### config.mk
export PLATFORM = sky130hd
export DESIGN_NAME = key_unlock_gate
export DESIGN_NICKNAME = d
export VERILOG_FILES = /design/src/rtl/key_gate_pkg.sv /design/src/rtl/kg_rst_sync.sv /design/src/rtl/kg_shift_reg.sv /design/src/rtl/kg_comparator.sv /design/src/rtl/kg_lock_fsm.sv /design/src/rtl/key_unlock_gate.sv
export SDC_FILE = /design/constraint.sdc
export NUM_CORES = 1
export LEC_CHECK = 0
export BUFFER_PORTS_ARGS = -buffer_cell sky130_fd_sc_hd__buf_2
export CORE_MARGIN = 5
export CORE_UTILIZATION = 59
export DETAILED_ROUTE_END_ITERATION = 6
export HOLD_SLACK_MARGIN = 0.15
export PLACE_DENSITY = 0.85
export SLEW_MARGIN = 30
export SYNTH_ARGS = -nofsm -noshare
export SYNTH_HDL_FRONTEND = slang
export SYNTH_SLANG_ARGS = --single-unit
### constraint.sdc
create_clock -name clk_i -period 5.5 [get_ports clk_i]
set_input_delay 1.1 -clock clk_i [delete_from_list [all_inputs] [get_ports clk_i]]
set_output_delay 1.1 -clock clk_i [all_outputs]
set_load 0.005 [all_outputs]
### src/rtl/key_gate_pkg.sv
package key_gate_pkg;
  typedef enum logic {
    GATE_LOCKED = 1'b0,
    GATE_OPEN   = 1'b1
  } gate_state_e;
endpackage

### src/rtl/kg_rst_sync.sv
// Asynchronous assertion, synchronous release of the active-low reset.
module kg_rst_sync #(
  parameter int STAGES = 2
) (
  input  logic clk_i,
  input  logic rst_n_i,
  output logic rst_n_o
);
  logic [STAGES-1:0] chain_q;
  logic [STAGES-1:0] chain_d;

  always_comb begin
    chain_d = {chain_q[STAGES-2:0], 1'b1};
  end

  always_ff @(posedge clk_i or negedge rst_n_i) begin
    if (!rst_n_i) chain_q <= '0;
    else          chain_q <= chain_d;
  end

  assign rst_n_o = chain_q[STAGES-1];
endmodule

### src/rtl/kg_shift_reg.sv
// Key collection register: LSB-first serial entry, cleared on each compare.
module kg_shift_reg #(
  parameter int KEY_W = 64
) (
  input  logic             clk_i,
  input  logic             rst_n_i,
  input  logic             shift_en_i,
  input  logic             clear_en_i,
  input  logic             bit_i,
  output logic [KEY_W-1:0] word_o
);
  logic [KEY_W-1:0] word_q;
  logic [KEY_W-1:0] word_d;
  logic             word_ce;

  // clear wins over shift: a colliding bit is dropped
  assign word_ce = clear_en_i | shift_en_i;

  always_comb begin
    if (clear_en_i) word_d = '0;
    else            word_d = {bit_i, word_q[KEY_W-1:1]};
  end

  always_ff @(posedge clk_i or negedge rst_n_i) begin
    if (!rst_n_i)     word_q <= '0;
    else if (word_ce) word_q <= word_d;
  end

  assign word_o = word_q;
endmodule

### src/rtl/kg_comparator.sv
// Lane-split equality compare of the collected word against the secret.
module kg_comparator #(
  parameter int KEY_W  = 64,
  parameter int LANE_W = 16
) (
  input  logic [KEY_W-1:0] word_i,
  input  logic [KEY_W-1:0] secret_i,
  output logic             match_o
);
  localparam int LANES = KEY_W / LANE_W;

  logic [LANES-1:0] lane_hit;

  for (genvar g = 0; g < LANES; g++) begin : g_lane
    assign lane_hit[g] = (word_i[g*LANE_W +: LANE_W] == secret_i[g*LANE_W +: LANE_W]);
  end

  assign match_o = &lane_hit;
endmodule

### src/rtl/kg_lock_fsm.sv
// Sticky lock state: leaves LOCKED only on an update with a matching word.
module kg_lock_fsm
  import key_gate_pkg::*;
(
  input  logic clk_i,
  input  logic rst_n_i,
  input  logic update_en_i,
  input  logic match_i,
  output logic open_o
);
  gate_state_e state_q;
  gate_state_e state_d;
  logic        state_ce;

  always_comb begin
    state_d = state_q;
    if (state_q == GATE_LOCKED && update_en_i && match_i) state_d = GATE_OPEN;
  end

  assign state_ce = (state_q == GATE_LOCKED) & update_en_i;

  always_ff @(posedge clk_i or negedge rst_n_i) begin
    if (!rst_n_i)      state_q <= GATE_LOCKED;
    else if (state_ce) state_q <= state_d;
  end

  assign open_o = (state_q == GATE_OPEN);
endmodule

### src/rtl/key_unlock_gate.sv
module key_unlock_gate #(
  parameter int KEY_W       = 64,
  parameter int LANE_W      = 16,
  parameter int SYNC_STAGES = 2
) (
  input  logic             clk_i,
  input  logic             rst_n_i,
  input  logic             secure_strap_i,
  input  logic [KEY_W-1:0] secret_key_i,
  input  logic             shift_en_i,
  input  logic             update_en_i,
  input  logic             tdi_i,
  output logic             scan_out_o,
  output logic             unlocked_o,
  output logic             debug_en_o,
  output logic             ext_boot_ok_o
);
  logic             rst_n_sync;
  logic [KEY_W-1:0] collected;
  logic             key_match;
  logic             gate_open;
  logic             grant;

  kg_rst_sync #(.STAGES(SYNC_STAGES)) u_rst_sync (
    .clk_i   (clk_i),
    .rst_n_i (rst_n_i),
    .rst_n_o (rst_n_sync)
  );

  kg_shift_reg #(.KEY_W(KEY_W)) u_shift (
    .clk_i      (clk_i),
    .rst_n_i    (rst_n_sync),
    .shift_en_i (shift_en_i),
    .clear_en_i (update_en_i),
    .bit_i      (tdi_i),
    .word_o     (collected)
  );

  kg_comparator #(.KEY_W(KEY_W), .LANE_W(LANE_W)) u_cmp (
    .word_i   (collected),
    .secret_i (secret_key_i),
    .match_o  (key_match)
  );

  kg_lock_fsm u_fsm (
    .clk_i       (clk_i),
    .rst_n_i     (rst_n_sync),
    .update_en_i (update_en_i),
    .match_i     (key_match),
    .open_o      (gate_open)
  );

  assign grant         = gate_open | ~secure_strap_i;
  assign unlocked_o    = grant;
  assign debug_en_o    = grant;
  assign ext_boot_ok_o = grant;
  assign scan_out_o    = 1'b0;
endmodule

==> metrics.md, run 1 <==
| Metric | Value |
|---|---|
| Status | `finished, final reports clean` |
| Vias/cell | `between 5 and 6` |
| Area leader, netlist | `dfrtp_1` |
| Crit Reg-Reg Endpoint | `u_fsm.open_o$_DFFE_PN0P_` |
| Met1 Wirelength | `3476 um` |
| ANT nets after route | `0` |
| Synthesis-stage register bit count | `67` |
| Max Transition Viols Final | `0` |
| Compound-Gate Fraction of Synth Area | `under 10%` |
| Layout Skew | `approximately 0.0082 ns` |
| CP Launch Type | `input pin` |
| Post-synth EDFFs | `0` |
| IO Pins | `74` |
| Hold Path End | `u_rst_sync.chain_q[1]$_DFF_PN0_` |
| Cts repair resizes | `0` |
| Row count | `27` |
| Number of clock buffers inserted by TritonCTS | `9` |
| Area share of the largest cell type after synthesis | `~49%` |
| Worst-path clk slew | `roughly 0.07 ns` |
| Die W | `86.40 um` |
| Cell area power density | `about 240 nW/um^2` |
| Largest family of logic cells by synthesized area | `multiplexers` |
| Count leader, synth | `dfrtp_1` |
| Syn Nets | `around 400` |
| Clock root cell | `clkbuf_8` |
| Worst Tran Pin Value | `just over 0.8 ns` |
| RSZ-0062 raised after global routing | `no` |
| Number of warnings issued by yosys | `0` |
| Post-Place Cells | `around 450` |
| Postcts setup bufs | `0` |
| Max Freq | `402.8 MHz` |
| Slew HR | `45.18%` |
| Starting Density | `around 62%` |
| Max IR drop VDD | `roughly 160 uV` |
| Min-Delay Path Depth | `0` |
| Met2 WL | `3727 um` |
| Number of port buffers | `72` |
| Synthesized instance count | `approximately 330` |
| Clk sinks | `67` |
| # setup viols final | `0` |
| Most common library cells after synthesis | `67 x dfrtp_1, 65 x nor2_1, 64 x mux2i_1, 26 x xor2_1, 21 x inv_1` |
| Critical path peak fanout | `3` |
| Synth Area in Simple Gates | `between 10% and 20%` |
| Critical Path RT | `~4.4 ns` |
| DR pass1 iterations | `5` |
| Core footprint | `5574 um^2` |
| Final nets | `between 400 and 500` |
| DIE AREA | `between 7000 and 8000 um^2` |
| Syn Area/Cell | `about 11 um^2` |
| Distinct cells, synth | `29` |
| HP Start | `u_rst_sync.chain_q[0]$_DFF_PN0_` |
| Final Cycle Share | `between 40% and 50%` |
| DR WL/cell | `between 15 and 20 um` |
| Clk_lat worst skew | `about 0.34 ns` |
| Post-synth top flop | `dfrtp_1` |
| Max-cap violations | `0` |
| RR Startpoint | `u_shift.word_o[24]$_DFFE_PN0P_` |
| CTS tree | `yes` |
| Met3 routed WL | `between 500 and 600 um` |
| Top area cells in the synthesized netlist | `dfrtp_1 49%, mux2i_1 19%, nor2_1 7.1%` |
| Post-synth ARST share | `100.0%` |
| Hold WS | `roughly 0.36 ns` |
| Final GP Congestion | `0.8745` |
| Max Root-Sink Buffers | `2` |
| First-pass GRT wire length | `between 10,000 and 15,000 um` |
| Via count | `roughly 2,500` |
| Part of the Yosys area used for sequential elements | `48.69%` |
| CTS Hold Bufs | `0` |
| Mux contribution to synthesized area | `a little under a fifth` |
| DR iter-0 viols | `201` |
| Hold Crit Class | `flip-flop to flip-flop` |
| Type of the worst setup path | `input pin to primary output` |
| Routed wire length | `between 7000 and 8000 um` |
| Post-synth design cell area | `~3400 um^2` |
| Total track usage | `between 20% and 30%` |
| CTS H-Tree Depth | `3` |
| Arrival time at the worst endpoint | `1.38 ns` |
| Largest net degree at the start of global routing | `between 60 and 70` |
| Post-synthesis xor/xnor area fraction | `10.94%` |
| Setup TNS | `0 ns` |
| Shortest period the worst path allows | `roughly 2.5 ns` |
| Vias in the first global route | `~2,800` |
| Die Height | `between 80 and 90 um` |
| Reg2reg setup slack | `around 3.8 ns` |
| Uppermost routed layer | `met4` |
| Adder-Cell Fraction of Synth Area | `0%` |
| Hpwl dp | `5716 um` |
| Drt drc | `0` |
| Layout cells sized above 1 | `between 20 and 25%` |
| Area delta synth->final | `16.13%` |
| GR Overflow Total | `0` |
| Final Hold Fails | `0` |
| Leak | `between 2 and 2.5 nW` |
| N_diodes | `0` |
| Setup crit end kind | `primary output` |
| Finished Layout Cells | `about 470` |
| R2R depth | `5` |
| Initial antenna violation count | `0` |
==> report_power, final <==
part	leakage [nW]	internal [mW]	switching (mW)
combinational	1.10	0.0424	0.0544
clock	0.0863	0.175	0.183
sequential	0.925	0.494	0.00110
==> cells in the final DEF, fill, tap and decap left out, drive strengths merged <==
| cell | n |
|---|---|
| buf | 73 |
| dfrtp | 67 |
| nor2 | 65 |
| mux2i | 64 |
| xor2 | 26 |
| inv | 22 |
| xnor2 | 17 |
| clkbuf | 12 |
| nor4 | 9 |
| o22ai | 8 |
| nand4 | 7 |
| a22o | 6 |
| nor2b | 4 |
| clkinv | 3 |
| conb | 2 |
| nand2 | 1 |
| o2bb2ai | 1 |
| nor3 | 1 |
| a21oi | 1 |
| and4 | 1 |
| a2111o | 1 |
| a2111oi | 1 |
| o221ai | 1 |
| a222oi | 1 |
| nor4b | 1 |
| o31ai | 1 |
| clkinvlp | 1 |
==> registers in the layout, summed over array words and instances (netlist names) <==
register	count
u_rst_sync.chain_q	2
u_fsm.open_o	1
u_shift.word_o	64
==> layout make-up <==
class,count,area (um^2)
Sequential cell,67,1678
Multi-Input combinational cell,219,1600
Fill cell,420,1575
Timing Repair Buffer,73,376.6
Clock buffer,12,145.1
Tap cell,72,90.09
Inverter,22,82.58
Clock inverter,4,26.28
==> stage by stage <==
step	power (mW)	setup WS (ns)	instance area (um^2)	util (%)
6_report	0.9509	3.018	3999	71.74
5_1_grt	0.9916	2.997	3999	71.74
4_1_cts	0.9573	3.014	3995	71.67
3_5_place_dp	0.6019	3.015	3824	68.60
3_3_place_gp	0.6010	2.877	3821	68.55
2_1_floorplan	0.5607	3.087	3443	-
==> routing by layer <==
layer / global-route usage (%) / vias to the layer above
met2: 35.88 / 98
met1: 30.16 / 1197
met4: 11.61 / 0
met3: 3.992 / 18
li1: - / 1234
met5: 0 / -
==> critical path: stages <==
cell     delay [ns]
buf_2          0.10
nand2_1        0.07
buf_2          0.11
==> worst max-delay path by stage <==
| stage | slack (ns) | depth (start not counted) | start | endpoint |
|---|---|---|---|---|
| global placement | 2.88 | 4 | update_en_i | u_fsm.open_o$_DFFE_PN0P_ |
| CTS | 3.01 | 3 | secure_strap_i | debug_en_o |
| finish | 3.02 | 3 | secure_strap_i | debug_en_o |
| floorplan | 3.09 | 2 | secure_strap_i | ext_boot_ok_o |
| detailed placement | 3.01 | 3 | secure_strap_i | debug_en_o |
| global route | 3.00 | 3 | secure_strap_i | unlocked_o |
==> kinds of logic after synthesis <==
family                    after synthesis
muxes                                  64
other                                   2
buffers and inverters                  39
xor gates and xnor gates               43
and+or+nand+nor                        89
DFF                                    67
AOI/OAI and AO/OA                      21
Power figures use the tool's default switching activity.
==> inputs of run 2 (changes only) <==
--- a/config.mk
+++ b/config.mk
@@ -7,10 +7,10 @@
 export LEC_CHECK = 0
 export BUFFER_PORTS_ARGS = -buffer_cell sky130_fd_sc_hd__buf_2
 export CORE_MARGIN = 5
-export CORE_UTILIZATION = 59
+export CORE_UTILIZATION = 54
 export DETAILED_ROUTE_END_ITERATION = 6
 export HOLD_SLACK_MARGIN = 0.15
-export PLACE_DENSITY = 0.85
+export PLACE_DENSITY = 0.79
 export SLEW_MARGIN = 30
 export SYNTH_ARGS = -nofsm -noshare
 export SYNTH_HDL_FRONTEND = slang
==> constraint.sdc (replaced) <==
create_clock -name clk_i -period 2.6 [get_ports clk_i]
set_input_delay 0.52 -clock clk_i [delete_from_list [all_inputs] [get_ports clk_i]]
set_output_delay 0.52 -clock clk_i [all_outputs]
set_load 0.005 [all_outputs]
==> run 2 against run 1 <==
First-iteration DRC count up 3.5%; flip-flop and latch count unchanged; register-to-register slack got worse by 2.8 ns; clock skew hardly changed; worst setup slack lost 2.1 ns; via count rose by 5.0%; power grew 130%; cell count up 1.9%; die area is 8.2% higher; combinational power up 110%.
==> metrics.md, run 2 (synthesized netlist as in run 1, its figures left out) <==
| Metric | Value |
|---|---|
| Status | `finished, final reports clean (unchanged)` |
| Max Root-Sink Buffers | `2 (unchanged)` |
| Clk sinks | `67 (unchanged)` |
| Final Cycle Share | `62.88%` |
| Cts repair resizes | `0 (unchanged)` |
| DIE AREA | `8073 um^2 (was 7464 um^2)` |
| Final GP Congestion | `0.9345 (was 0.8745)` |
| GR Overflow Total | `0 (unchanged)` |
| Starting Density | `54.85% (was 61.77%)` |
| Largest net degree at the start of global routing | `65 (was 66)` |
| Net Sw Frac | `24.07% (was 25.13%)` |
| Final Hold Fails | `0 (unchanged)` |
| Final nets | `466 (was 462)` |
| Critical Path RT | `2.85 ns (was 4.40 ns)` |
| Type of the worst setup path | `flip-flop to flip-flop (was input pin to primary output)` |
| Comb pwr share | `9.3% (was 10.2%)` |
| Layout Skew | `0.008184 ns (was 0.008152 ns)` |
| N_diodes | `0 (unchanged)` |
| DR WL/cell | `17.56 um (was 16.91 um)` |
| Reg2reg setup slack | `0.97 ns (was 3.79 ns)` |
| Via count | `2,674 (was 2,547)` |
| Max IR drop VDD | `343.9 uV (was 161.5 uV)` |
| Row count | `29 (was 27)` |
| CP Launch Type | `flip-flop (was input pin)` |
| Critical path peak fanout | `3 (unchanged)` |
| Drt drc | `0 (unchanged)` |
| P_sw | `533.0 uW (was 238.9 uW)` |
| Hold Crit Class | `flip-flop to async pin (was flip-flop to flip-flop)` |
| Pint | `1.682 mW (was 711.9 uW)` |
| Post-Place Cells | `461 (was 453)` |
| Clock power frac | `43.0% (was 37.7%)` |
| Placed Instance Area | `3875 um^2 (was 3824 um^2)` |
| First-pass GRT wire length | `13,760 um (was 12,950 um)` |
| Fillers | `513 (was 420)` |
| Finished Layout Cells | `478 (was 469)` |
| Slew HR | `52.59% (was 45.18%)` |
| Seq pwr share | `47.7% (was 52.1%)` |
| Area delta synth->final | `19.11% (was 16.13%)` |
| ANT nets after route | `0 (unchanged)` |
| Number of clock buffers inserted by TritonCTS | `9 (unchanged)` |
| Clock root cell | `clkbuf_8 (unchanged)` |
| RR Startpoint | `u_shift.word_o[36]$_DFFE_PN0P_ (was u_shift.word_o[24]$_DFFE_PN0P_)` |
| Vias/cell | `5.594 (was 5.431)` |
| Crit Reg-Reg Endpoint | `u_fsm.open_o$_DFFE_PN0P_ (unchanged)` |
| Shortest period the worst path allows | `1.635 ns` |
| RSZ-0062 raised after global routing | `no (unchanged)` |
| Setup crit end kind | `flip-flop (was primary output)` |
| Largest register FFs | `64 (unchanged)` |
| Core footprint | `6277 um^2 (was 5574 um^2)` |
| Max Transition Viols Final | `0 (unchanged)` |
| Leading cell type in the layout, fill and taps excluded | `buf_2 (unchanged)` |
| Cell area power density | `540.0 nW/um^2 (was 237.8 nW/um^2)` |
| Hold WS | `0.3276 ns (was 0.3598 ns)` |
| Max-cap violations | `0 (unchanged)` |
| Vias in the first global route | `2,761 (was 2,790)` |
| CTS H-Tree Depth | `3 (unchanged)` |
| Layout cells sized above 1 | `23.94% (was 23.17%)` |
| Worst Tran Pin Value | `0.7112 ns (was 0.8223 ns)` |
| Die W | `89.85 um (was 86.40 um)` |
| Commonest cells after routing, fill and taps aside | `71 x buf_2, 66 x dfrtp_1, 65 x nor2_1, 64 x mux2i_1, 26 x xor2_1 (was 70 x buf_2, 66 x dfrtp_1, 65 x nor2_1, 64 x mux2i_1, 26 x xor2_1)` |
| Arrival time at the worst endpoint | `1.88 ns (was 1.38 ns)` |
| CTS tree | `yes (unchanged)` |
| Initial antenna violation count | `0 (unchanged)` |
| Leak | `2.157 nW (was 2.114 nW)` |
| # setup viols final | `0 (unchanged)` |
| R2R depth | `5 (unchanged)` |
| Max Freq | `~610 MHz` |
| Die Height | `89.85 um (was 86.40 um)` |
| Final core utilization | `65.34% (was 71.74%)` |
| Number of port buffers | `72 (unchanged)` |
| Total track usage | `21.29% (was 22.76%)` |
| Postcts setup bufs | `0 (unchanged)` |
| DR iter-0 viols | `208 (was 201)` |
| IO Pins | `74 (unchanged)` |
| Routed wire length | `8395 um (was 7933 um)` |
| Fin area | `4101 um^2 (was 3999 um^2)` |
| Hpwl dp | `6276 um (was 5716 um)` |
| Worst-path clk slew | `0.08 ns (was 0.07 ns)` |
| Clk_lat worst skew | `0.34 ns (about the same)` |
| DR pass1 iterations | `5 (unchanged)` |
| Setup TNS | `0 ns (unchanged)` |
## run 2: how the worst max path moves through the flow
stage	slack, ns	cells past startpoint	endpoint	from
after detailed placement	0.81	6	u_fsm.open_o$_DFFE_PN0P_	secret_key_i[46]
after global placement	0.83	6	u_fsm.open_o$_DFFE_PN0P_	secret_key_i[46]
after CTS	0.98	5	u_fsm.open_o$_DFFE_PN0P_	u_shift.word_o[36]$_DFFE_PN0P_
after floorplan	0.60	0	u_fsm.open_o$_DFFE_PN0P_	u_rst_sync.chain_q[1]$_DFF_PN0_
final	0.97	5	u_fsm.open_o$_DFFE_PN0P_	u_shift.word_o[36]$_DFFE_PN0P_
after global routing	0.92	5	u_fsm.open_o$_DFFE_PN0P_	u_shift.word_o[45]$_DFFE_PN0P_
## run 2: power groups by stage
stage / Clock (mW) / Combinational, mW / Sequential, mW
after global placement: 0 / 0.203 / 1.08
after detailed placement: 0 / 0.204 / 1.08
after floorplan: 0 / 0.105 / 1.08
final: 0.952 / 0.206 / 1.06
after global routing: 1.02 / 0.221 / 1.06
after CTS: 0.963 / 0.206 / 1.06
## run 2: critical path, cell delays in order, from the launching register on
cell     delay (ns)
dfrtp_1        0.42
xnor2_1        0.23
nand4_1        0.16
nor4_1         0.34
nand4_1        0.15
o31ai_2        0.24
## run 2: metrics by stage
stage	power [mW]	worst slack, ns
2_1_floorplan	1.186	0.5962
3_3_place_gp	1.280	0.8276
3_5_place_dp	1.281	0.8135
4_1_cts	2.226	0.9769
5_1_grt	2.303	0.9181
6_report	2.215	0.9651
## run 2: cell type report
type / instances / area, um^2 / share of cell area [%]
well taps: 77 / 96.34 / 2.349
multi-input cells: 219 / 1600 / 39.02
flip-flops and latches: 67 / 1678 / 40.91
clock inverters: 6 / 88.84 / 2.166
repair buffers: 77 / 427.9 / 10.43
clock buffers: 10 / 127.6 / 3.112
inverters: 22 / 82.58 / 2.013
## run 2: layer usage
metal	part of all wire [%]	track usage (%)	up-vias
li1	-	-	1241
met1	42	28.33	1296
met2	49	33.90	120
met3	7.1	4.257	17
met4	2.3	9.057	0
met5	0	0	-
## run 2: repair_timing
item                                   CTS  global route
setup endpoints to repair                0             0
hold buffers                             1             0
endpoints found under the hold margin    2             0
